--- config.mk ---
export PLATFORM = sky130hd
export DESIGN_NAME = addr_brk_unit
export DESIGN_NICKNAME = d
export VERILOG_FILES = /design/src/rtl/abu_pkg.sv /design/src/rtl/abu_regs.sv /design/src/rtl/abu_cmp.sv /design/src/rtl/abu_arb.sv /design/src/rtl/addr_brk_unit.sv
export SDC_FILE = /design/constraint.sdc
export NUM_CORES = 1
export LEC_CHECK = 0
export BUFFER_PORTS_ARGS = -buffer_cell sky130_fd_sc_hd__buf_2
export CORE_ASPECT_RATIO = 0.75
export CORE_MARGIN = 2
export CORE_UTILIZATION = 54
export CTS_CLUSTER_DIAMETER = 30
export DETAILED_ROUTE_END_ITERATION = 6
export GPL_ROUTABILITY_DRIVEN = 0
export PLACE_DENSITY_LB_ADDON = 0.05
export SYNTH_ARGS = -nofsm -noshare
export SYNTH_HDL_FRONTEND = slang
export SYNTH_HIERARCHICAL = 1
export SYNTH_SLANG_ARGS = --single-unit
--- constraint.sdc ---
create_clock -name clk -period 2.81 [get_ports clk]
set_input_delay 0.281 -clock clk [delete_from_list [all_inputs] [get_ports clk]]
set_output_delay 0.281 -clock clk [all_outputs]
set_load 0.02 [all_outputs]
--- src/rtl/abu_pkg.sv ---
package abu_pkg;
  typedef enum logic [1:0] {
    CLS_SHORT  = 2'd0,
    CLS_LISTED = 2'd1,
    CLS_WIDE   = 2'd2,
    CLS_RSVD   = 2'd3
  } op_class_e;

  // step from match address to the stacked PC value
  function automatic logic [1:0] pc_step(input logic [1:0] cls);
    return (cls == CLS_SHORT) ? 2'd1 : 2'd2;
  endfunction
endpackage

--- src/rtl/abu_regs.sv ---
module abu_regs #(
  parameter int AW   = 20,
  parameter int NCH  = 2,
  parameter int SELW = $clog2(NCH + 1)
) (
  input  logic                    clk,
  input  logic                    rst_n,
  input  logic                    we,
  input  logic [SELW-1:0]         sel,
  input  logic [AW-1:0]           wdata,
  output logic [NCH-1:0][AW-1:0]  match_addr,
  output logic [NCH-1:0]          en
);
  localparam int EN_SEL = NCH;

  for (genvar g = 0; g < NCH; g++) begin : g_addr
    always_ff @(posedge clk) begin
      if (!rst_n)                                  match_addr[g] <= '0;
      else if (we && sel == SELW'(g))              match_addr[g] <= wdata;
    end
  end

  always_ff @(posedge clk) begin
    if (!rst_n)                             en <= '0;
    else if (we && sel == SELW'(EN_SEL))    en <= wdata[NCH-1:0];
  end
endmodule

--- src/rtl/abu_cmp.sv ---
module abu_cmp #(
  parameter int AW = 20
) (
  input  logic          start,
  input  logic          en,
  input  logic [AW-1:0] ref_addr,
  input  logic [AW-1:0] addr,
  output logic          hit
);
  assign hit = start & en & (ref_addr == addr);
endmodule

--- src/rtl/abu_arb.sv ---
module abu_arb
  import abu_pkg::*;
#(
  parameter int AW  = 20,
  parameter int NCH = 2,
  parameter int CW  = (NCH > 1) ? $clog2(NCH) : 1
) (
  input  logic           clk,
  input  logic           rst_n,
  input  logic [NCH-1:0] hit,
  input  logic [AW-1:0]  addr,
  input  logic [1:0]     cls,
  input  logic           ack,
  output logic           req,
  output logic [CW-1:0]  chan,
  output logic [AW-1:0]  pc
);
  logic [CW-1:0] win;
  logic          any_hit;
  logic          take;

  // lowest index wins
  always_comb begin
    win = '0;
    for (int i = NCH - 1; i >= 0; i--) begin
      if (hit[i]) win = CW'(i);
    end
  end

  assign any_hit = |hit;
  assign take    = any_hit & ~req;

  always_ff @(posedge clk) begin
    if (!rst_n) begin
      req  <= 1'b0;
      chan <= '0;
      pc   <= '0;
    end else if (req) begin
      if (ack) req <= 1'b0;
    end else if (take) begin
      req  <= 1'b1;
      chan <= win;
      pc   <= addr + AW'(pc_step(cls));
    end
  end

  p_hold_r9: assert property (@(posedge clk) disable iff (!rst_n)
    req && !ack |=> req && $stable(chan) && $stable(pc));
  p_clear_r9: assert property (@(posedge clk) disable iff (!rst_n)
    req && ack |=> !req);
  p_pc_step_r5: assert property (@(posedge clk) disable iff (!rst_n)
    $rose(req) && ($past(cls) != 2'd0) |-> pc == $past(addr) + AW'(2));
  p_pc_step_r7: assert property (@(posedge clk) disable iff (!rst_n)
    $rose(req) && ($past(cls) == 2'd0) |-> pc == $past(addr) + AW'(1));
endmodule

--- src/rtl/addr_brk_unit.sv ---
module addr_brk_unit #(
  parameter int AW   = 20,
  parameter int NCH  = 2,
  parameter int SELW = $clog2(NCH + 1),
  parameter int CW   = (NCH > 1) ? $clog2(NCH) : 1
) (
  input  logic            clk,
  input  logic            rst_n,
  input  logic            reg_we,
  input  logic [SELW-1:0] reg_sel,
  input  logic [AW-1:0]   reg_wdata,
  input  logic            instr_start,
  input  logic [AW-1:0]   instr_addr,
  input  logic [1:0]      instr_class,
  input  logic            brk_ack,
  output logic            brk_req,
  output logic [CW-1:0]   brk_chan,
  output logic [AW-1:0]   brk_pc
);
  logic [NCH-1:0][AW-1:0] match_addr;
  logic [NCH-1:0]         en_q;
  logic [NCH-1:0]         hit;

  abu_regs #(.AW(AW), .NCH(NCH), .SELW(SELW)) u_regs (
    .clk(clk), .rst_n(rst_n), .we(reg_we), .sel(reg_sel),
    .wdata(reg_wdata), .match_addr(match_addr), .en(en_q)
  );

  for (genvar g = 0; g < NCH; g++) begin : g_cmp
    abu_cmp #(.AW(AW)) u_cmp (
      .start(instr_start), .en(en_q[g]), .ref_addr(match_addr[g]),
      .addr(instr_addr), .hit(hit[g])
    );
  end

  abu_arb #(.AW(AW), .NCH(NCH), .CW(CW)) u_arb (
    .clk(clk), .rst_n(rst_n), .hit(hit), .addr(instr_addr),
    .cls(instr_class), .ack(brk_ack),
    .req(brk_req), .chan(brk_chan), .pc(brk_pc)
  );

  p_enabled_r3: assert property (@(posedge clk) disable iff (!rst_n)
    $rose(brk_req) |-> (($past(en_q) >> brk_chan) & NCH'(1)) != '0);
  p_strobe_r12: assert property (@(posedge clk) disable iff (!rst_n)
    $rose(brk_req) |-> $past(instr_start));
  p_prio_r8: assert property (@(posedge clk) disable iff (!rst_n)
    $rose(brk_req) && $past(hit[0]) |-> brk_chan == '0);
  p_fire_r4: assert property (@(posedge clk) disable iff (!rst_n)
    !brk_req && (hit != '0) |=> brk_req);
endmodule

==> flow_metrics.env, run 1 <==
export IMPL_die_h_um=70.5
export IMPL_ff_latch_area_mm2=0.00128
export IMPL_wl_per_cell_um=15.2
export IMPL_p_leak_uw=0.00159
export IMPL_synth_cell_type_count=33
export IMPL_cap_violations=0
export IMPL_rr_startpoint="u_regs/match_addr[34]"
export IMPL_ios=71
export IMPL_final_max_slew_viol_count=0
export IMPL_rsz0062_at_grt="no"
export IMPL_crit_path_end_kind="flip-flop"
export IMPL_whs_endpoint="u_regs/match_addr[28]"
export IMPL_cts_buffer_depth=2
export IMPL_r2r_end="u_arb/pc[17]"
export IMPL_power_density_mw_per_mm2=483
export IMPL_drive_gt1_frac=0.226
export IMPL_start_util=0.552
export IMPL_drtIter0Drc=122
export IMPL_syn_inst=349
export IMPL_root_buffer="clkbuf_8"
export IMPL_status="finished, final reports clean"
export IMPL_crit_chain="xor2_1, nor4_1, nand4_1, nor4_2, nor2_1, nor2_2, buf_4, o21ai_0, a31oi_1"
export IMPL_cp_required_ns=3.08
export IMPL_met3_usage=0.0690
export IMPL_rr_worst_depth=9
export IMPL_crit_slowest_cell="dfxtp_1"
export IMPL_holdBufCountCts=0
export IMPL_fin_crit_sh=0.736
export IMPL_dpl_cell_area_mm2=0.00359
export IMPL_portBuffers=70
export IMPL_clk_transition_reported_paths_ns=0.07
export IMPL_vias=2657
export IMPL_viasPerCell=5.34
export IMPL_worstPathArrival_ns=2.33
export IMPL_hold_violations=0
export IMPL_clkLatencyLatePin_ns=0.34
export IMPL_grt_usage=0.250
export IMPL_setup_tns_ns=0
export IMPL_cts_resized=0
export IMPL_use_met2=0.385
export IMPL_cp_slowest_stage_delay_ns=0.34
export IMPL_first_global_vias=2651
export IMPL_grt_use_met1=0.335
export IMPL_holdPathStages=3
export IMPL_cp_max_fo=26
export IMPL_numClockSinks=64
export IMPL_fin_crit_ns=2.07
export IMPL_finalSetupViolCount=0
export IMPL_antennaDiodeCount=0
export IMPL_critPathLaunchType="flip-flop"
export IMPL_vdd_ir_drop_max_v=0.000358
export IMPL_worst_pin_slew_ns=0.713
export IMPL_pwr_share_seq=0.521
export IMPL_p_sw_uw=475
export IMPL_async_reset_ff_frac=0
export IMPL_final_cell_mix="buf_2, nand2_1, dfxtp_1"
export IMPL_syn_area_mm2=0.00318
export IMPL_yosysWarnings=6
export IMPL_hold_path_class="input pin to flip-flop"
export IMPL_core_area_mm2=0.00577
export IMPL_grt_max_degree=42
export IMPL_max_freq_ghz=0.484
export IMPL_postLayoutCellArea_mm2=0.00375
export IMPL_synth_avg_cell_area_um2=9.12
export IMPL_numCtsBuffers=9
export IMPL_synth_ff_type="dfxtp_1"
export IMPL_syn_nets=401
export IMPL_grt_pass1_wl_mm=12.5
export IMPL_multi_input_area_mm2=0.00180
export IMPL_grt_busiest_layer="met2"
export IMPL_wl_mm=7.56
export IMPL_p_sw_frac=0.263
export IMPL_p_int_uw=1330
export IMPL_seq_area_frac_synth=0.403
export IMPL_rows=24
export IMPL_tritoncts="yes"
export IMPL_syn2layout_area_growth_pct=17.7
export IMPL_yosys_register_bits=64
export IMPL_clockPowerShare=0.358
export IMPL_min_delay_start="reg_wdata[8]"
export IMPL_synth_edf_count=0
export IMPL_hpwlAfterDp_mm=5.59
export IMPL_die_w_um=92.6
export IMPL_pwr_share_comb=0.121
export IMPL_layout_nets=468
export IMPL_worst_setup_path_type="flip-flop to flip-flop"
export IMPL_cts_max_level=3
export IMPL_layout_commonest_cell="buf_2"
export IMPL_post_cts_repair_setup_buffers=0
export IMPL_fillers=535
export IMPL_die_area_mm2=0.00653
export IMPL_grt_overflow=0
export IMPL_fin_worst_skew_ns=0.00372
export IMPL_first_pass_iters=5
export IMPL_antenna_left=0
export IMPL_drc_errors=0
export IMPL_rrSetupSlack_ns=0.74
export IMPL_grt_antenna_before_repair=0
export IMPL_max_slew_margin=0.525
[cells in the mapped netlist (5+ instances only)]
library cell	n	area, µm²
a21oi_1	12	60.1
a31oi_1	5	31.3
buf_2	8	40.0
clkbuf_1	7	26.3
dfxtp_1	64	1280
mux2i_1	44	440
nand2_1	68	255
nand4_1	14	87.6
nor2_1	9	33.8
nor4_1	5	31.3
o21ai_0	16	80.1
xnor2_1	30	263
xor2_1	23	201
[critical path, delay by kind of cell (launching register included)]
kind / cells / cell delay, ns
simple gates: 5 / 0.92
buf+inv: 1 / 0.26
flops: 1 / 0.34
compound gates: 2 / 0.31
xor+xnor: 1 / 0.15
[logic make-up (layout without fill, tap and decap cells)]
kind of cell             count (synthesis)  in the layout  synth area share
AO/OA/AOI/OAI                           42             42            0.0751
XOR/XNOR                                53             53             0.146
adder cells (fa/ha/maj)                  3              3            0.0142
buffers and inverters                   22             93            0.0338
flip-flops                              64             64             0.403
multiplexers                            44             44             0.138
AND/OR/NAND/NOR                        121            121             0.190
[cell type report]
class,instances,area share
Sequential cell,64,0.342
Clock inverter,4,0.00601
Timing Repair Buffer,75,0.107
Tap cell,78,0.0261
Multi-Input combinational cell,263,0.481
Clock buffer,11,0.0351
Inverter,3,0.00301
[per-stage QoR]
stage / setup slack, ns / cells / power [µW] / hold slack (ns) / utilization
finish: 0.743 / 498 / 1810 / 0.200 / 0.650
global route: 0.432 / 498 / 1890 / 0.207 / 0.650
CTS: 0.760 / 498 / 1830 / 0.191 / 0.650
detailed placement: 0.478 / 483 / 1180 / 0.461 / 0.623
global placement: 0.516 / 483 / 1180 / 0.456 / 0.623
floorplan: 0.683 / 349 / 1090 / 0.419 / -
[routing by layer]
metal  share of wire  wire (µm)  vias up
li1                -          -     1343
met1            0.48       3620     1216
met2            0.45       3390       89
met3           0.062        467        9
met4           0.011         82        0
met5               0          0        -
[power by group through the flow]
| stage | sequential (µW) | combinational [µW] | clock, µW |
|---|---|---|---|
| 2_1_floorplan | 960 | 128 | 0 |
| 3_3_place_gp | 963 | 215 | 0 |
| 3_5_place_dp | 963 | 218 | 0 |
| 4_1_cts | 943 | 219 | 667 |
| 5_1_grt | 945 | 242 | 707 |
| 6_report | 943 | 218 | 648 |
[sequential cells by signal, summed over array words and instances (netlist names)]
signal and count:
u_arb/pc 20, u_regs/match_addr 40, u_arb/req 1, u_regs/en 2, u_arb/chan 1
[worst max-delay path by stage]
stage	from	endpoint	slack [ns]	cells after the start
floorplan	u_regs/match_addr[20]	u_arb/pc[10]	0.68	9
global placement	instr_class[1]	u_arb/pc[18]	0.52	9
detailed placement	instr_class[1]	u_arb/pc[19]	0.48	7
CTS	u_regs/match_addr[34]	u_arb/pc[17]	0.76	9
global route	u_regs/match_addr[34]	u_arb/pc[15]	0.43	9
finish	u_regs/match_addr[34]	u_arb/pc[17]	0.74	9
No activity file was read; power rests on OpenSTA's default activity.
==> run 2: changes to the inputs <==
Settings changed: CORE_UTILIZATION 54 to 49.
Clock period 2.81 ns to 1.9 ns, I/O delays scaled along.
==> run 2 against run 1 <==
  * The flow now finishes with violations (setup timing)
  * Final area increased by 9.9%
  * Via count increased by 3.2%
  * Clock power is 81% higher
  * Flip-flop and latch count did not move
  * Critical path type unchanged
  * Largest power group unchanged
==> flow_metrics.env, run 2 (synthesis gave the netlist of run 1 again) <==
export IMPL_status="complete, but fails checks"
export IMPL_violations="setup timing"
export IMPL_pre_cts_ws_ns=-0.269
export IMPL_die_h_um=73.8
export IMPL_cap_violations=0
export IMPL_critPathLaunchType="flip-flop"
export IMPL_numClockSinks=64
export IMPL_max_freq_ghz=0.486
export IMPL_largestRegisters="u_regs/match_addr: 40 flops, u_arb/pc: 20 flops, u_regs/en: 2 flops"
export IMPL_fin_crit_ns=2.06
export IMPL_layout_commonest_cell="buf_2"
export IMPL_fillers=536
export IMPL_drtIter0Drc=64
export IMPL_grt_usage=0.241
export IMPL_first_pass_iters=4
export IMPL_grt_antenna_before_repair=0
export IMPL_grt_overflow=0
export IMPL_max_slew_margin=0.628
export IMPL_rows=25
export IMPL_layout_nets=493
export IMPL_tritoncts="yes"
export IMPL_multi_input_area_mm2=0.00189
export IMPL_holdBufCountCts=0
export IMPL_crit_path_end_kind="flip-flop"
export IMPL_dpl_cell_area_mm2=0.00378
export IMPL_antennaDiodeCount=0
export IMPL_finalSetupViolCount=21
export IMPL_fin_crit_sh=1.08
export IMPL_hpwlAfterDp_mm=5.85
export IMPL_regMostFlops="u_regs/match_addr"
export IMPL_crit_slowest_cell="nor4_4"
export IMPL_cts_buffer_depth=2
export IMPL_grt_max_degree=36
export IMPL_place_inst=506
export IMPL_setup_tns_ns=-2.32
export IMPL_wl_mm=8.15
export IMPL_cp_max_fo=8
export IMPL_worst_setup_path_type="flip-flop to flip-flop"
export IMPL_cp_num_buf_inv=2
export IMPL_instances_no_fill=527
export IMPL_antenna_left=0
export IMPL_die_area_mm2=0.00716
export IMPL_root_buffer="clkbuf_8"
export IMPL_syn2layout_area_growth_pct=29.4
export IMPL_clk_transition_reported_paths_ns=0.07
export IMPL_core_area_mm2=0.00629
export IMPL_cts_max_level=3
export IMPL_finalWorstSetupSlack_ns=-0.157
export IMPL_final_max_slew_viol_count=0
export IMPL_rsz0062_at_grt="yes"
export IMPL_largest_register_ffs=40
export IMPL_power_density_mw_per_mm2=712
export IMPL_vdd_ir_drop_max_v=0.000583
export IMPL_crit_chain="xor2_1, nor4_2, nand4_1, nor4_4, nor2_2, nor2_4, buf_6, buf_8, o21ai_0, a21oi_1"
export IMPL_cp_slowest_stage_delay_ns=0.36
export IMPL_ios=71
export IMPL_wl_per_cell_um=15.5
export IMPL_vias=2741
export IMPL_ff_latch_area_mm2=0.00128
export IMPL_worstPathArrival_ns=2.33
export IMPL_drive_gt1_frac=0.305
export IMPL_portBuffers=70
export IMPL_worst_pin_slew_ns=0.559
export IMPL_first_global_vias=2761
export IMPL_die_w_um=97.1
export IMPL_final_cell_mix="buf_2, nand2_1, dfxtp_1"
export IMPL_clkLatencyLatePin_ns=0.34
export IMPL_start_util=0.506
export IMPL_hold_path_class="input pin to flip-flop"
export IMPL_fin_worst_skew_ns=0.00426
export IMPL_rrSetupSlack_ns=-0.16
export IMPL_postLayoutCellArea_mm2=0.00412
export IMPL_cp_required_ns=2.17
export IMPL_p_leak_uw=0.00178
export IMPL_grt_pass1_wl_mm=13.4
export IMPL_viasPerCell=5.20
export IMPL_numCtsBuffers=9
export IMPL_drc_errors=0
export IMPL_path_delay_family="simple AND/OR/NAND/NOR gates"
export IMPL_holdWs_ns=0.110
export IMPL_hold_violations=0
[run 2: path summary, 6_finish.rpt]
check | startpoint | endpoint | cells past startpoint
setup / recovery | u_regs/match_addr[20] | u_arb/pc[11] | 10
hold / removal | reg_wdata[7] | u_regs/match_addr[27] | 3
setup reg to reg | u_regs/match_addr[20] | u_arb/pc[11] | 10
hold reg to reg | u_regs/match_addr[0] | u_regs/match_addr[0] | 2
[run 2: metal layers]
layer | vias up | wire, µm | share of wire | GRT usage
met4 | 0 | 46 | 0.0056 | 0.0798
met2 | 68 | 3600 | 0.44 | 0.383
met1 | 1264 | 4080 | 0.50 | 0.318
met3 | 6 | 429 | 0.053 | 0.0695
li1 | 1403 | - | - | -
met5 | - | 0 | 0 | 0
[run 2: worst min-delay path, stage by stage]
cell and delay [ns]:
buf_2 0.09, nand2_1 0.06, mux2i_1 0.06
[run 2: cell type report]
class / instances / share of cell area
sequential: 64 / 0.312
timing repair buffer: 100 / 0.153
tap: 81 / 0.0246
clock inverter: 3 / 0.00973
clock buffer: 13 / 0.0386
inverter: 3 / 0.00274
multi-input combinational: 263 / 0.459
[run 2: repair_timing]
item | 4_1_cts | 5_1_grt
setup buffers | 3 | 0
gates resized for setup | 9 | 19
hold endpoints to repair | 0 | 0
pin swaps | 0 | 0
endpoints found under the setup margin | 21 | 21
gates cloned | 2 | 0
[run 2: through the flow]
stage | total power [µW] | utilization
3_5_place_dp | 1780 | 0.602
5_1_grt | 3060 | 0.655
4_1_cts | 2960 | 0.647
3_3_place_gp | 1780 | 0.602
2_1_floorplan | 1610 | -
6_report | 2930 | 0.655
[run 2: power breakdown]
part | total [µW] | leakage (µW) | switching (µW) | internal (µW)
logic | 371 | 0.00116 | 204 | 167
registers | 1390 | 0.000519 | 20.9 | 1370
clock network | 1170 | 0.000103 | 493 | 674
total | 2930 | 0.00178 | 718 | 2210
==> run 3: changes to the inputs <==
Settings changed: BUFFER_PORTS_ARGS -buffer_cell sky130_fd_sc_hd__buf_2 to not set, CORE_UTILIZATION 49 to 57, DONT_BUFFER_PORTS set to 1.
==> run 3 against run 2 <==
  * The run still ends with setup timing left
  * Total power is 8.4% higher
  * Count of clock-buffer cells in the layout is 2 lower
  * Worst setup slack better by 0.033 ns
  * Register-to-register slack better by 0.03 ns
  * Final area is 11% lower
  * Critical path type unchanged
  * Critical endpoint is now u_arb/pc[1]
  * Largest cell class unchanged
==> flow_metrics.env, run 3 (synthesis gave the netlist of run 1 again) <==
export IMPL_viasPerCell=5.64
export IMPL_die_h_um=68.7
export IMPL_setup_tns_ns=-1.66
export IMPL_antenna_left=0
export IMPL_tritoncts="yes"
export IMPL_cts_max_level=3
export IMPL_grt_pass1_wl_mm=11.8
export IMPL_clkLatencyLatePin_ns=0.34
export IMPL_ff_latch_area_mm2=0.00128
export IMPL_portBuffers=0
export IMPL_cap_violations=0
export IMPL_fin_worst_skew_ns=0.00858
export IMPL_core_area_mm2=0.00535
export IMPL_max_slew_margin=0.532
export IMPL_start_util=0.594
export IMPL_grt_antenna_before_repair=0
export IMPL_worstPathArrival_ns=2.24
export IMPL_cp_max_fo=12
export IMPL_worst_setup_path_type="flip-flop to flip-flop"
export IMPL_holdWs_ns=0.00894
export IMPL_die_area_mm2=0.00620
export IMPL_pwr_share_comb=0.072
export IMPL_p_sw_uw=648
export IMPL_first_global_vias=2273
export IMPL_finalSetupViolCount=21
export IMPL_drc_errors=0
export IMPL_clk_transition_reported_paths_ns=0.07
export IMPL_cts_buffer_depth=2
export IMPL_fin_crit_ns=2.02
export IMPL_first_pass_iters=4
export IMPL_finalWorstSetupSlack_ns=-0.124
export IMPL_pwr_share_seq=0.438
export IMPL_grt_max_degree=62
export IMPL_syn2layout_area_growth_pct=15.4
export IMPL_postLayoutCellArea_mm2=0.00367
export IMPL_worst_pin_slew_ns=0.699
export IMPL_final_util=0.686
export IMPL_rows=23
export IMPL_largest_register_ffs=40
export IMPL_layout_commonest_cell="nand2_1"
export IMPL_violations="setup timing"
export IMPL_vdd_ir_drop_max_v=0.000472
export IMPL_instances_no_fill=436
export IMPL_rsz0062_at_grt="yes"
export IMPL_antennaDiodeCount=0
export IMPL_critPathLaunchType="flip-flop"
export IMPL_power_density_mw_per_mm2=866
export IMPL_hold_violations=0
export IMPL_grt_overflow=0
export IMPL_grt_usage=0.249
export IMPL_layout_nets=408
export IMPL_final_cell_mix="nand2_1, dfxtp_1, mux2i_1"
export IMPL_die_w_um=90.3
export IMPL_place_inst=416
export IMPL_multi_input_area_mm2=0.00186
export IMPL_fin_crit_sh=1.07
export IMPL_ios=71
export IMPL_drtIter0Drc=119
export IMPL_dpl_cell_area_mm2=0.00331
export IMPL_p_leak_uw=0.00140
export IMPL_status="complete, but fails checks"
export IMPL_rrSetupSlack_ns=-0.12
export IMPL_hold_path_class="input pin to flip-flop"
export IMPL_regMostFlops="u_regs/match_addr"
export IMPL_crit_path_end_kind="flip-flop"
export IMPL_numClockSinks=64
export IMPL_final_max_slew_viol_count=0
export IMPL_drive_gt1_frac=0.127
export IMPL_p_sw_frac=0.204
export IMPL_clockPowerShare=0.489
export IMPL_p_int_uw=2530
export IMPL_numCtsBuffers=9
export IMPL_largestRegisters="u_regs/match_addr: 40 flops, u_arb/pc: 20 flops, u_regs/en: 2 flops"
export IMPL_root_buffer="clkbuf_8"
export IMPL_cp_required_ns=2.12
export IMPL_wl_mm=7.57
export IMPL_fillers=445
export IMPL_hpwlAfterDp_mm=5.22
export IMPL_vias=2459
export IMPL_max_freq_ghz=0.494
export IMPL_wl_per_cell_um=17.4
run 3: layer usage:
| layer | vias up | global-route usage | wire length, µm |
|---|---|---|---|
| met5 | - | 0 | 0 |
| met4 | 0 | 0.0558 | 46 |
| met3 | 7 | 0.0761 | 542 |
| met2 | 85 | 0.397 | 3370 |
| met1 | 1138 | 0.340 | 3610 |
| li1 | 1229 | - | - |
run 3: path summary, 6_finish.rpt:
path,cells after the start,start,endpoint
max reg2reg,9,u_regs/match_addr[15],u_arb/pc[1]
max,9,u_regs/match_addr[15],u_arb/pc[1]
min,2,rst_n,u_regs/match_addr[17]
min reg2reg,2,u_regs/match_addr[6],u_regs/match_addr[6]
run 3: timing repair:
action	CTS	global route
gates resized for setup	9	7
cloned	1	0
pin swaps	0	2
endpoints found under the hold margin	19	3
buffers inserted	2	0
hold buffers	1	1
setup endpoints to repair	20	22
run 3: layout make-up:
class	instances	area share
Multi-Input combinational cell	263	0.506
Sequential cell	64	0.350
Timing Repair Buffer	15	0.0419
Clock buffer	11	0.0385
Clock inverter	5	0.0348
Tap cell	75	0.0256
Inverter	3	0.00307
run 3: critical path: stages, from the launching register on:
cell and delay (ns):
dfxtp_1 0.32, xor2_1 0.14, nor4_1 0.36, nand4_1 0.19
nor4_2 0.26, nor2_2 0.08, nor2_4 0.15, buf_12 0.15
mux2i_2 0.20, nor2_1 0.05
run 3: power groups by stage:
stage                     Sequential (µW)  Clock (µW)  Combinational, µW
after floorplan                      1420           0                194
after global placement               1420           0                209
after detailed placement             1420           0                212
after CTS                            1390        1580                222
after global routing                 1400        1630                252
final                                1390        1560                229
run 3: through the flow:
| step | total power, µW | setup WS [ns] |
|---|---|---|
| 6_report | 3180 | -0.124 |
| 5_1_grt | 3280 | -0.276 |
| 4_1_cts | 3200 | -0.0818 |
| 3_5_place_dp | 1640 | -0.106 |
| 3_3_place_gp | 1630 | -0.0758 |
| 2_1_floorplan | 1610 | 0.00139 |
